## config.mk

```make
export PLATFORM = sky130hd
export DESIGN_NAME = gpio_atomic_port
export DESIGN_NICKNAME = d
export VERILOG_FILES = /design/src/rtl/gpio_atomic_pkg.sv /design/src/rtl/gpio_atomic_sync.sv /design/src/rtl/gpio_atomic_regs.sv /design/src/rtl/gpio_atomic_irq.sv /design/src/rtl/gpio_atomic_port.sv
export SDC_FILE = /design/constraint.sdc
export NUM_CORES = 1
export LEC_CHECK = 0
export BUFFER_PORTS_ARGS = -buffer_cell sky130_fd_sc_hd__buf_2
export CAP_MARGIN = 20
export CORE_ASPECT_RATIO = 0.6
export CORE_UTILIZATION = 30
export CTS_BUF_LIST = sky130_fd_sc_hd__clkbuf_16
export DETAILED_ROUTE_END_ITERATION = 10
export PLACE_DENSITY = 0.44
export SETUP_SLACK_MARGIN = 0.02
export SYNTH_ARGS = -nofsm -noshare
export SYNTH_HDL_FRONTEND = slang
export SYNTH_HIERARCHICAL = 1
export SYNTH_SLANG_ARGS = --single-unit
```

## constraint.sdc

```tcl
create_clock -name clk -period 2.4 [get_ports clk]
set_input_delay 0.12 -clock clk [delete_from_list [all_inputs] [get_ports clk]]
set_output_delay 0.12 -clock clk [all_outputs]
set_load 0.05 [all_outputs]
```

## src/rtl/gpio_atomic_pkg.sv

```systemverilog
package gpio_atomic_pkg;

   localparam int REG_ADDR_W = 4;

   typedef enum logic [REG_ADDR_W-1:0] {
      RA_DATA = 4'd0,
      RA_SET  = 4'd1,
      RA_CLR  = 4'd2,
      RA_TGL  = 4'd3,
      RA_DIR  = 4'd4,
      RA_INEN = 4'd5,
      RA_MSET = 4'd6,
      RA_MCLR = 4'd7,
      RA_EDGE = 4'd8,
      RA_BOTH = 4'd9,
      RA_STAT = 4'd10
   } reg_addr_e;

endpackage

```

## src/rtl/gpio_atomic_sync.sv

```systemverilog
module gpio_atomic_sync #(
   parameter int W      = 16,
   parameter int STAGES = 2
) (
   input  logic         clk,
   input  logic         rst_n,
   input  logic [W-1:0] d,
   output logic [W-1:0] q
);

   if (STAGES < 2) begin : g_bad_stages
      $error("gpio_atomic_sync: STAGES must be at least 2");
   end

   logic [W-1:0] chain [STAGES];

   always_ff @(posedge clk or negedge rst_n) begin
      if (!rst_n) begin
         for (int s = 0; s < STAGES; s++) chain[s] <= '0;
      end else begin
         chain[0] <= d;
         for (int s = 1; s < STAGES; s++) chain[s] <= chain[s-1];
      end
   end

   assign q = chain[STAGES-1];

endmodule

```

## src/rtl/gpio_atomic_regs.sv

```systemverilog
module gpio_atomic_regs
   import gpio_atomic_pkg::*;
#(
   parameter int W = 16
) (
   input  logic                  clk,
   input  logic                  rst_n,
   input  logic                  bus_we,
   input  logic [REG_ADDR_W-1:0] bus_addr,
   input  logic [W-1:0]          bus_wdata,
   input  logic [W-1:0]          pin_state,
   input  logic [W-1:0]          status,
   output logic [W-1:0]          bus_rdata,
   output logic [W-1:0]          dout_q,
   output logic [W-1:0]          dir_q,
   output logic [W-1:0]          inen_q,
   output logic [W-1:0]          mask_q,
   output logic [W-1:0]          edge_q,
   output logic [W-1:0]          both_q,
   output logic [W-1:0]          stat_clr
);

   reg_addr_e sel;
   assign sel = reg_addr_e'(bus_addr);

   // write-one vectors: zero unless the matching register is written
   logic [W-1:0] d_set, d_clr, d_tgl, m_set, m_clr;
   logic         d_load;

   assign d_load   = bus_we && (sel == RA_DATA);
   assign d_set    = (bus_we && sel == RA_SET)  ? bus_wdata : '0;
   assign d_clr    = (bus_we && sel == RA_CLR)  ? bus_wdata : '0;
   assign d_tgl    = (bus_we && sel == RA_TGL)  ? bus_wdata : '0;
   assign m_set    = (bus_we && sel == RA_MSET) ? bus_wdata : '0;
   assign m_clr    = (bus_we && sel == RA_MCLR) ? bus_wdata : '0;
   assign stat_clr = (bus_we && sel == RA_STAT) ? bus_wdata : '0;

   always_ff @(posedge clk or negedge rst_n) begin
      if (!rst_n) begin
         dout_q <= '0;
         dir_q  <= '0;
         inen_q <= '0;
         mask_q <= '0;
         edge_q <= '0;
         both_q <= '0;
      end else begin
         if (d_load) dout_q <= bus_wdata;
         else        dout_q <= ((dout_q | d_set) & ~d_clr) ^ d_tgl;
         mask_q <= (mask_q | m_set) & ~m_clr;
         if (bus_we && sel == RA_DIR)  dir_q  <= bus_wdata;
         if (bus_we && sel == RA_INEN) inen_q <= bus_wdata;
         if (bus_we && sel == RA_EDGE) edge_q <= bus_wdata;
         if (bus_we && sel == RA_BOTH) both_q <= bus_wdata;
      end
   end

   always_comb begin
      case (sel)
         RA_DATA:                 bus_rdata = pin_state;
         RA_SET, RA_CLR, RA_TGL:  bus_rdata = dout_q;
         RA_DIR:                  bus_rdata = dir_q;
         RA_INEN:                 bus_rdata = inen_q;
         RA_MSET, RA_MCLR:        bus_rdata = mask_q;
         RA_EDGE:                 bus_rdata = edge_q;
         RA_BOTH:                 bus_rdata = both_q;
         RA_STAT:                 bus_rdata = status;
         default:                 bus_rdata = '0;
      endcase
   end

endmodule

```

## src/rtl/gpio_atomic_irq.sv

```systemverilog
module gpio_atomic_irq #(
   parameter int W = 16
) (
   input  logic         clk,
   input  logic         rst_n,
   input  logic [W-1:0] src,
   input  logic [W-1:0] edge_sel,
   input  logic [W-1:0] both_sel,
   input  logic [W-1:0] mask,
   input  logic [W-1:0] clr,
   output logic [W-1:0] prev_q,
   output logic [W-1:0] pend_q,
   output logic [W-1:0] status,
   output logic         irq
);

   logic [W-1:0] hit;

   for (genvar i = 0; i < W; i++) begin : g_pin
      logic rise, fall;
      assign rise   = src[i] & ~prev_q[i];
      assign fall   = ~src[i] & prev_q[i];
      assign hit[i] = edge_sel[i] & (rise | (both_sel[i] & fall));
   end

   always_ff @(posedge clk or negedge rst_n) begin
      if (!rst_n) begin
         prev_q <= '0;
         pend_q <= '0;
      end else begin
         prev_q <= src;
         pend_q <= (pend_q | hit) & ~clr;   // clear has priority
      end
   end

   assign status = (pend_q & edge_sel) | (src & ~edge_sel);
   assign irq    = |(status & mask);

endmodule

```

## src/rtl/gpio_atomic_port.sv

```systemverilog
module gpio_atomic_port #(
   parameter int NPIN        = 16,
   parameter int SYNC_STAGES = 2
) (
   input  logic                                   clk,
   input  logic                                   rst_n,
   input  logic                                   bus_we,
   input  logic [gpio_atomic_pkg::REG_ADDR_W-1:0] bus_addr,
   input  logic [NPIN-1:0]                        bus_wdata,
   output logic [NPIN-1:0]                        bus_rdata,
   input  logic [NPIN-1:0]                        pin_in,
   output logic [NPIN-1:0]                        pin_out,
   output logic [NPIN-1:0]                        pin_oe,
   output logic [NPIN-1:0]                        pin_ie,
   output logic                                   irq
);

   if (NPIN < 1 || NPIN > 32) begin : g_bad_npin
      $error("gpio_atomic_port: NPIN must lie in 1..32");
   end

   logic [NPIN-1:0] sync_w, src_w, status_w, prev_w, pend_w, stat_clr_w;
   logic [NPIN-1:0] dout_w, dir_w, inen_w, mask_w, edge_w, both_w;

   gpio_atomic_sync #(.W(NPIN), .STAGES(SYNC_STAGES)) u_sync (
      .clk   (clk),
      .rst_n (rst_n),
      .d     (pin_in),
      .q     (sync_w)
   );

   gpio_atomic_regs #(.W(NPIN)) u_regs (
      .clk       (clk),
      .rst_n     (rst_n),
      .bus_we    (bus_we),
      .bus_addr  (bus_addr),
      .bus_wdata (bus_wdata),
      .pin_state (src_w),
      .status    (status_w),
      .bus_rdata (bus_rdata),
      .dout_q    (dout_w),
      .dir_q     (dir_w),
      .inen_q    (inen_w),
      .mask_q    (mask_w),
      .edge_q    (edge_w),
      .both_q    (both_w),
      .stat_clr  (stat_clr_w)
   );

   // pin state: driven value on outputs, gated synchronised input otherwise
   assign src_w = (dir_w & dout_w) | (~dir_w & inen_w & sync_w);

   gpio_atomic_irq #(.W(NPIN)) u_irq (
      .clk      (clk),
      .rst_n    (rst_n),
      .src      (src_w),
      .edge_sel (edge_w),
      .both_sel (both_w),
      .mask     (mask_w),
      .clr      (stat_clr_w),
      .prev_q   (prev_w),
      .pend_q   (pend_w),
      .status   (status_w),
      .irq      (irq)
   );

   assign pin_out = dout_w;
   assign pin_oe  = dir_w;
   assign pin_ie  = inen_w;

endmodule

```

==> key figures <==
Run status
  – Status: finished clean

Worst setup path
  – CP endpoint kind: primary output
  – Crit start category: register
  – Largest stage delay on the critical path: 0.46 ns
  – CP max FO: 5
  – R2R depth: 5
  – Critical Path RT: between 2 and 2.5 ns
  – Reg2reg start: u_regs/inen_q[12]
  – Slowest CP cell: dfrtp_2
  – Crit-path cells: nand2_1 > o21ai_4 > mux2_2 > a221oi_2 > nand4_1 > buf_6
  – Crit path arrival time: 2.25 ns
  – FF-to-FF End: u_irq/pend_q[12]
  – Worst R2R Setup Slack: 1.08 ns
  – Critical path type: reg -> out

Routing
  – First DRT Iteration DRCs: between 500 and 600
  – Routed vias: 6883
  – DRC viols: 0
  – DRT Pass-1 Iters: 5
  – Antenna-violating nets left: 0
  – Vias/cell: 5.33
  – Total Wirelength: 29200 um
  – WL per Instance: 22.6 um

STA
  – Final Hold Fails: 0
  – Count of final setup violators: 0
  – Max Fclk: 0.422 GHz
  – Final period utilization: 0.987
  – RSZ-0062 raised after global routing: yes
  – Fin. max-slew vios: 0
  – Slew HR: 0.488
  – Tmin final: 2.37 ns
  – WHS: 0.158 ns
  – Clock skew: around 0.0067 ns
  – Worst-margin pin slew: around 0.77 ns

Min path
  – Hold depth: 3
  – Hold EP: u_regs/dout_q[7]
  – Hold Path Class: in -> reg
  – Hold Startpoint: bus_addr[0]

Final layout
  – Final Cell Area: 10400 sq um
  – Highest-count cells in the layout ignoring fill and taps: dfrtp_1, buf_2, a21oi_1
  – # nets final: 966
  – Commonest non-fill, non-tap cell in the layout: dfrtp_1
  – Area taken by multi-input logic gates: 3720 sq um
  – Layout cell share with drive strength beyond 1: 0.364
  – Fin cells: 1292
  – Fill cells: 2559
  – Area grow syn2layout: 30.3%
  – FF/Latch Area: 4010 sq um
  – ANT cells: 0

Yosys
  – Synth Register Bits: 160
  – Area contributors post-synth: dfrtp_1, mux2_2, a21oi_1
  – Post-synthesis sequential area ratio: 0.500
  – Yosys warns: 6
  – Fraction of registers with async set/reset: 1.00
  – Synthesized area: 8000 sq um
  – Synth top area share: 0.500
  – Mapped Avg Cell Area: 10.7 sq um
  – Post-synth EDFFs: 0
  – Synthesized Nets: 790
  – Post-Synthesis Cells: around 750
  – Ys flop type: dfrtp_1
  – Unique cell type count in the Yosys netlist: 46
  – Yosys top cell by area: dfrtp_1

GRT
  – Congestion Overflow GR: 0
  – Vias in the first global route: 6641
  – GRT Total Usage: 0.220
  – Routing usage on met2: 0.311
  – Initial antenna violation count: 0
  – Grt met1 use: 0.324
  – GRT busiest layer: met1
  – First-pass GRT wire length: 43200 um
  – Largest net degree at the start of global routing: between 60 and 70
  – GR Util met3: 0.0581

Clock tree
  – CTS max path bufs: 2
  – CTS Root Cell: clkbuf_16
  – Clk Latency, worst-skew pair: 0.45 ns
  – CTS tree: built
  – Clock-pin transition on the worst setup and hold timing paths: around 0.060 ns
  – CTS Buf Count: 17
  – # clock sinks: 160
  – H-tree Lvls: 4

Floorplanning
  – Core box area: 25700 sq um
  – Die height: 129 um
  – Die width: 213 um
  – # IOs: between 100 and 150
  – Row Count: 45
  – Die area: 27400 sq um
  – Initial core utilization: 0.311

Power and ir drop
  – LEAKAGE: 0.00460 uW
  – PD cells: 908 nW/um^2
  – P_sw: around 3500 uW
  – Clock share of power: 0.277
  – Comb pwr share: 0.329
  – VDD IR max: 0.000496 V
  – Share of total power in sequential cells: 0.395
  – Sw Ratio: 0.368
  – P_int: 5990 uW

Placed design
  – DP Cell Count: 1205
  – GP Congestion: approximately 0.9
  – Dpl cell area: approximately 9200 sq um
  – IO Port Bufs: 103
  – Hpwl dp: 20100 um

Run
  – Max_cap viols: 0
==> power groups by stage <==
stage	Sequential (uW)	Combinational [uW]	Clock (uW)
floorplan	4200	1360	0
global placement	3740	2730	0
detailed placement	3770	2770	0
CTS	3730	2980	2700
global route	3810	3300	2820
finish	3740	3120	2620
==> layer usage <==
| metal | wire length, um | share of wire |
|---|---|---|
| met5 | 0 | 0 |
| met3 | 2390 | 0.082 |
| met1 | 14000 | 0.48 |
| met2 | 12300 | 0.42 |
| met4 | 509 | 0.017 |
==> what timing repair did <==
item	4_1_cts	5_1_grt
gates resized for setup	31	22
pin swaps	5	9
buffers inserted	12	10
endpoints found under the hold margin	75	0
endpoints found under the setup margin	7	9
hold buffers	33	0
==> cells by family (layout without fill, tap and decap cells) <==
family	Yosys count	after routing	synth area share
flops	160	160	0.500
simple gates	209	209	0.135
compound gates	190	190	0.152
mux	115	115	0.160
buf+inv	77	266	0.0522
==> cell usage after synthesis (all sizes together), types with 3 or more instances <==
library cell,count
mux2i,24
nor3,22
nand2b,16
and4,14
nand3b,4
a222oi,6
o221ai,7
buf,50
a32oi,5
a31oi,4
or3,16
inv,9
nand3,4
a22o,21
a21oi,87
nor2,34
dfrtp,160
mux2,91
o22ai,4
a221oi,7
a22oi,15
and2,15
nor2b,11
a221o,3
nand2,67
o21ai,25
clkbuf,17
==> final cells by class <==
class / instances / area share
Inverter: 10 / 0.00360
Clock inverter: 15 / 0.0122
Multi-Input combinational cell: 514 / 0.357
Clock buffer: 17 / 0.0408
Tap cell: 352 / 0.0422
Timing Repair Buffer: 224 / 0.160
Sequential cell: 160 / 0.385
==> flip-flops by register name, summed over array words and instances, names as in the netlist <==
signal / cells
u_sync/chain: 16
u_regs/dir_q: 16
u_regs/mask_q: 16
u_regs/both_q: 16
u_regs/edge_q: 16
u_regs/dout_q: 16
u_regs/inen_q: 16
u_irq/prev_q: 16
u_irq/pend_q: 16
u_sync/q: 16
==> worst max-delay path, delay by kind of cell (launching register included) <==
kind / cells / cell delay, ns
AOI/OAI and AO/OA: 2 / 0.43
buffers and inverters: 1 / 0.21
DFF: 1 / 0.46
muxes: 1 / 0.33
and+or+nand+nor: 2 / 0.37
==> worst max-delay path by stage <==
stage / to / from / cells past startpoint / slack, ns
floorplan: bus_rdata[11] / u_regs/inen_q[11] / 6 / 0.07
CTS: bus_rdata[11] / u_regs/dir_q[11] / 7 / 0.02
detailed placement: bus_rdata[8] / bus_addr[1] / 6 / 0.27
finish: irq / u_regs/dir_q[10] / 6 / 0.03
global placement: bus_rdata[8] / bus_addr[1] / 6 / 0.25
global route: irq / u_regs/dir_q[10] / 6 / -0.05
==> metrics by stage <==
step	utilization	total power [uW]	setup WS, ns	setup TNS, ns
final	0.405	9470	0.0305	0
after global routing	0.405	9940	-0.0455	-0.0859
after CTS	0.400	9410	0.0178	0
after detailed placement	0.358	6540	0.273	0
after global placement	0.358	6470	0.247	0
after floorplan	-	5560	0.0712	0
Note: power is estimated with default switching activity, not from simulation.
